**src/rtl/pla_pkg.sv**
```systemverilog
package pla_pkg;
   // literal slot of input i, inverted form when comp is set
   function automatic int lit_slot(input int i, input bit comp);
      return 2 * i + (comp ? 1 : 0);
   endfunction

   // total chain length for a given geometry
   function automatic int chain_bits(input int n_in, input int n_term, input int n_out);
      return n_term * 2 * n_in + n_term * n_out;
   endfunction
endpackage

```
**src/rtl/pla_fuse_chain.sv**
```systemverilog
module pla_fuse_chain #(
   parameter int N_IN   = 4,
   parameter int N_TERM = 16,
   parameter int N_OUT  = 4
) (
   input  logic                        clk,
   input  logic                        rst_n,
   input  logic                        cfg_en,
   input  logic                        cfg_din,
   output logic                        cfg_dout,
   output logic                        cfg_done,
   output logic [N_TERM*2*N_IN-1:0]    and_fuse,
   output logic [N_OUT*N_TERM-1:0]     or_fuse
);
   localparam int N_LIT    = 2 * N_IN;
   localparam int AND_BITS = N_TERM * N_LIT;
   localparam int OR_BITS  = N_OUT * N_TERM;
   localparam int LEN      = pla_pkg::chain_bits(N_IN, N_TERM, N_OUT);
   localparam int CW       = $clog2(LEN + 1);
   localparam logic [CW-1:0] FULL = CW'(LEN);

   logic [LEN-1:0] chain_q;
   logic [CW-1:0]  cnt_q;
   logic           en_q;

   always_ff @(posedge clk or negedge rst_n) begin
      if (!rst_n) begin
         chain_q <= '1;
         cnt_q   <= '0;
         en_q    <= 1'b0;
      end else begin
         en_q <= cfg_en;
         if (cfg_en) begin
            chain_q <= {chain_q[LEN-2:0], cfg_din};
            if (!en_q)
               cnt_q <= CW'(1);
            else if (cnt_q != FULL)
               cnt_q <= cnt_q + CW'(1);
         end
      end
   end

   assign cfg_dout = chain_q[LEN-1];
   assign cfg_done = !cfg_en && (cnt_q == FULL);

   // bit shifted in k-th sits at chain position LEN-1-k
   for (genvar k = 0; k < AND_BITS; k++) begin : g_and_map
      assign and_fuse[k] = chain_q[LEN-1-k];
   end
   for (genvar k = 0; k < OR_BITS; k++) begin : g_or_map
      assign or_fuse[k] = chain_q[LEN-1-AND_BITS-k];
   end

   // chain is frozen whenever shifting is disabled
   p_idle_hold_r9: assert property (@(posedge clk) disable iff (!rst_n)
      !cfg_en |=> $stable(chain_q));
   // shift counter saturates at the image length
   p_count_cap_r10: assert property (@(posedge clk) disable iff (!rst_n)
      cnt_q <= FULL);
endmodule

```
**src/rtl/pla_and_plane.sv**
```systemverilog
module pla_and_plane #(
   parameter int N_IN   = 4,
   parameter int N_TERM = 16
) (
   input  logic [N_IN-1:0]             in_i,
   input  logic [N_TERM*2*N_IN-1:0]    and_fuse,
   output logic [N_TERM-1:0]           term_o
);
   localparam int N_LIT = 2 * N_IN;

   logic [N_LIT-1:0] lit;

   for (genvar i = 0; i < N_IN; i++) begin : g_lit
      assign lit[pla_pkg::lit_slot(i, 1'b0)] = in_i[i];
      assign lit[pla_pkg::lit_slot(i, 1'b1)] = ~in_i[i];
   end

   // a blown crosspoint contributes a constant 1 to the product
   for (genvar t = 0; t < N_TERM; t++) begin : g_term
      assign term_o[t] = &(~and_fuse[t*N_LIT +: N_LIT] | lit);
   end
endmodule

```
**src/rtl/pla_or_plane.sv**
```systemverilog
module pla_or_plane #(
   parameter int N_TERM = 16,
   parameter int N_OUT  = 4
) (
   input  logic [N_TERM-1:0]           term_i,
   input  logic [N_OUT*N_TERM-1:0]     or_fuse,
   output logic [N_OUT-1:0]            sum_o
);
   for (genvar o = 0; o < N_OUT; o++) begin : g_sum
      assign sum_o[o] = |(or_fuse[o*N_TERM +: N_TERM] & term_i);
   end
endmodule

```
**src/rtl/pla_core.sv**
```systemverilog
module pla_core #(
   parameter int N_IN   = 4,
   parameter int N_TERM = 16,
   parameter int N_OUT  = 4
) (
   input  logic             clk,
   input  logic             rst_n,
   input  logic             cfg_en,
   input  logic             cfg_din,
   output logic             cfg_dout,
   output logic             cfg_done,
   input  logic [N_IN-1:0]  in_i,
   output logic [N_OUT-1:0] q_o
);
   localparam int N_LIT    = 2 * N_IN;
   localparam int AND_BITS = N_TERM * N_LIT;
   localparam int OR_BITS  = N_OUT * N_TERM;

   if (N_IN < 1 || N_TERM < 2 || N_OUT < 1) begin : g_bad_geom
      $error("pla_core: geometry parameters out of range");
   end

   logic [AND_BITS-1:0] and_fuse;
   logic [OR_BITS-1:0]  or_fuse;
   logic [N_TERM-1:0]   term;
   logic [N_OUT-1:0]    sum;

   pla_fuse_chain #(.N_IN(N_IN), .N_TERM(N_TERM), .N_OUT(N_OUT)) u_chain (
      .clk(clk), .rst_n(rst_n), .cfg_en(cfg_en), .cfg_din(cfg_din),
      .cfg_dout(cfg_dout), .cfg_done(cfg_done),
      .and_fuse(and_fuse), .or_fuse(or_fuse));

   pla_and_plane #(.N_IN(N_IN), .N_TERM(N_TERM)) u_and (
      .in_i(in_i), .and_fuse(and_fuse), .term_o(term));

   pla_or_plane #(.N_TERM(N_TERM), .N_OUT(N_OUT)) u_or (
      .term_i(term), .or_fuse(or_fuse), .sum_o(sum));

   assign q_o = cfg_en ? '0 : sum;

   // a product with every crosspoint blown is always true
   for (genvar t = 0; t < N_TERM; t++) begin : g_chk_term
      p_blank_term_r3: assert property (@(posedge clk) disable iff (!rst_n)
         (and_fuse[t*N_LIT +: N_LIT] == '0) |-> term[t]);
   end

   // an output that selects no term stays low
   for (genvar o = 0; o < N_OUT; o++) begin : g_chk_out
      p_empty_out_r4: assert property (@(posedge clk) disable iff (!rst_n)
         (or_fuse[o*N_TERM +: N_TERM] == '0) |-> !q_o[o]);
   end

   // no output activity while an image is being shifted
   p_cfg_quiet_r8: assert property (@(posedge clk) disable iff (!rst_n)
      cfg_en |-> (q_o == '0));
endmodule

```
**config.mk**
```make
export PLATFORM = sky130hd
export DESIGN_NAME = pla_core
export DESIGN_NICKNAME = d
export VERILOG_FILES = /design/src/rtl/pla_pkg.sv /design/src/rtl/pla_fuse_chain.sv /design/src/rtl/pla_and_plane.sv /design/src/rtl/pla_or_plane.sv /design/src/rtl/pla_core.sv
export SDC_FILE = /design/constraint.sdc
export NUM_CORES = 1
export LEC_CHECK = 0
export CAP_MARGIN = 25
export CORE_MARGIN = 1.5
export CORE_UTILIZATION = 30
export DETAILED_ROUTE_END_ITERATION = 6
export GPL_TIMING_DRIVEN = 0
export PLACE_DENSITY = 0.54
export SLEW_MARGIN = 25
export SYNTH_ARGS = -nofsm -noshare
export SYNTH_HDL_FRONTEND = slang
export SYNTH_HIERARCHICAL = 1
export SYNTH_SLANG_ARGS = --single-unit
```
**constraint.sdc**
```tcl
create_clock -name clk -period 4.05 [get_ports clk]
set_input_delay 0.405 -clock clk [delete_from_list [all_inputs] [get_ports clk]]
set_output_delay 0.405 -clock clk [all_outputs]
set_load 0.05 [all_outputs]
```
==> impl_metrics.env <==
export IMPL_clock_sinks=201
export IMPL_io_pins=14
export IMPL_whs_ps=436
export IMPL_max_slew_margin_rel=0.657
export IMPL_gp_congestion=0.758
export IMPL_synth_edf_count=0
export IMPL_timing_final_crit_share=0.863
export IMPL_final_antenna_net_count=0
export IMPL_synth_compound_area_frac=0.0423
export IMPL_die_w_um=177
export IMPL_synth_seq_cells=201
export IMPL_start_util=0.305
export IMPL_power_frac_seq=0.491
export IMPL_startpoint="u_chain/chain_q[191]"
export IMPL_final_setup_skew_ps=5.81
export IMPL_synth_top_area_frac=0.557
export IMPL_finalNonFillerCells=1030
export IMPL_cts_buffers=23
export IMPL_crit_slowest_cell="clkdlybuf4s50_1"
export IMPL_final_util=0.352
export IMPL_synth_top_cell_by_area="dfstp_2"
export IMPL_die_h_um=177
export IMPL_ctsResizeCount=0
export IMPL_muxShareOfSynthArea=0.310
export IMPL_power_switching_w=0.00109
export IMPL_hold_class="in -> async"
export IMPL_status="completed"
export IMPL_p_sw_frac=0.227
export IMPL_antenna_found_initial=0
export IMPL_grt_pass1_vias=5405
export IMPL_p_per_area_nw_per_um2=461
export IMPL_fin_crit_ps=3500
export IMPL_netlist_area_um2=9060
export IMPL_async_flop_share=1.00
export IMPL_synth_simple_area_share=0.0365
export IMPL_path_class="reg -> out"
export IMPL_placed_area_um2=9700
export IMPL_worstMarginPinSlew_ps=513
export IMPL_crit_path_cell_trace="buf_4 > mux2i_1 > and4_1 > a22o_1 > a221oi_1 > nand4_1 > nor2b_1 > clkdlybuf4s50_1"
export IMPL_clk_latency_ps=490
export IMPL_grt_usage=0.117
export IMPL_ir_drop_mv=0.255
export IMPL_cp_required_ps=3640
export IMPL_drt_wirelength_per_cell_um=17.2
export IMPL_synth_xor_area_share=0
export IMPL_design_area_um2=10500
export IMPL_power_total_w=0.00483
export IMPL_drcViolationCount=0
export IMPL_rows=63
export IMPL_antenna_cells=0
export IMPL_syn_area_per_cell_um2=15.4
export IMPL_cp_max_fo=4
export IMPL_portBuffers=9
export IMPL_totalWireLength_mm=17.8
export IMPL_fin_nets=635
export IMPL_max_cap_violations=0
export IMPL_synth_ff_type="dfstp_2"
export IMPL_dp_hpwl_mm=12.0
export IMPL_cts_tree="built"
export IMPL_intPower_w=0.00373
export IMPL_p_leak_nw=4.29
export IMPL_h_tree_depth=1
export IMPL_setup_violations=0
export IMPL_grt_overflow_total=0
export IMPL_p_comb_frac=0.087
export IMPL_slew_viol_final=0
export IMPL_core_area_um2=29700
export IMPL_die_area_um2=31300
export IMPL_clock_root_buffer="clkbuf_16"
export IMPL_synth_top_family_by_area="multiplexers"
export IMPL_synth_seq_area_share=0.582
export IMPL_layout_drive_gt1_share=0.714
export IMPL_finalHoldViolCount=0
export IMPL_synth_area_leaders="dfstp_2, mux2_2, mux2i_1"
export IMPL_clk_path_buf_depth=3
export IMPL_end_kind="output pin"
export IMPL_grt_pass1_wl_mm=29.3
export IMPL_max_freq_mhz=286
export IMPL_drt_pass1_iter_count=7
export IMPL_r2r_start="u_chain/cnt_q[1]"
export IMPL_synthAdderAreaFrac=0.00276
export IMPL_grt_max_degree=77
export IMPL_drt_initial_drc_count=206
export IMPL_arrival_ps=3090
export IMPL_rsz0062_at_grt="false"
export IMPL_cpPeakStageDelay_ps=730
export IMPL_final_cell_mix="mux2_2, dfstp_2, mux2i_1"
export IMPL_clk_pin_slew_ps=60
export IMPL_clock_power_share=0.422
export IMPL_num_vias=4984
export IMPL_viasPerCell=4.84
export IMPL_yosysUniqueCellTypes=33
export IMPL_syn2layout_area_growth_pct=15.4
export IMPL_rr_worst_depth=4
export IMPL_yosysWarnings=6
export IMPL_numPlacedInstances=989
export IMPL_cp_start_kind="register"
export IMPL_syn_inst=588
export IMPL_reg2reg_slack_ps=2600
export IMPL_synth_nets=598
==> power by group through the flow <==
stage | Combinational [W] | Sequential, W | Clock [W]
floorplan | 0.000314 | 0.00234 | 0
global placement | 0.000403 | 0.00239 | 0
detailed placement | 0.000424 | 0.00240 | 0
CTS | 0.000427 | 0.00237 | 0.00212
global route | 0.000461 | 0.00239 | 0.00219
finish | 0.000421 | 0.00237 | 0.00204
==> layout make-up <==
type / count / area, um2
buffer: 32 / 225
clock buffer: 33 / 663
clock inverter: 7 / 87.6
fill: 2789 / 19300
inverter: 4 / 15.0
multi-input combinational: 351 / 3550
sequential: 201 / 5270
tap: 390 / 488
timing repair buffer: 12 / 160
==> kinds of logic after synthesis <==
kind of cell | after synthesis
adder cells (fa/ha/maj) | 2
flip-flops | 201
AND/OR/NAND/NOR | 48
AO/OA/AOI/OAI | 44
buffers and inverters | 36
multiplexers | 257
==> registers in the layout, summed over array words and instances, names as in the netlist <==
register         flops
u_chain/chain_q    192
u_chain/cnt_q        8
u_chain/en_q         1
==> stage by stage <==
step                worst slack, ps  TNS, ps
floorplan                      1550        0
global placement              -5090  -567570
detailed placement              786        0
CTS                             512        0
global route                    457        0
finish                          554        0
==> path summary, 6_finish.rpt <==
kind / endpoint
max: q_o[3]
min: u_chain/cnt_q[1]
max reg2reg: u_chain/cnt_q[6]
min reg2reg: u_chain/cnt_q[1]
max in group asynchronous: u_chain/chain_q[76]
min in group clk: u_chain/chain_q[0]
==> what timing repair did <==
| action | 4_1_cts | 5_1_grt |
|---|---|---|
| endpoints found under the hold margin | 4 | 0 |
| setup buffers | 0 | 0 |
| hold buffers | 1 | 0 |
==> synth_stat cells, types with 2 or more instances <==
cell type,count
dfstp_2,192
nand4_1,7
mux2_2,192
dfrtp_1,9
ha_1,2
or4_1,4
and4_1,16
o211ai_1,3
nor2b_1,5
nand3_1,5
buf_6,6
mux2i_1,65
a22o_1,17
a221oi_2,2
inv_1,4
nor2_1,2
buf_2,23
a21boi_0,2
o21ai_0,2
a221oi_1,14
nand2b_1,3
nand2_1,2
==> per-layer routing <==
layer / routed length [um] / vias up / global-route usage
li1: - / 2290 / -
met5: 0 / - / 0
met4: 281 / 0 / 0.0240
met2: 8540 / 61 / 0.197
met1: 8320 / 2612 / 0.159
met3: 623 / 21 / 0.0206
==> worst max-delay path, delay by kind of cell, from the launching register on <==
kind	cells	cell delay [ps]
compound gates	2	560
flops	1	540
simple gates	3	610
buf+inv	2	830
mux	1	50
Note: power is estimated with default switching activity, not from simulation.
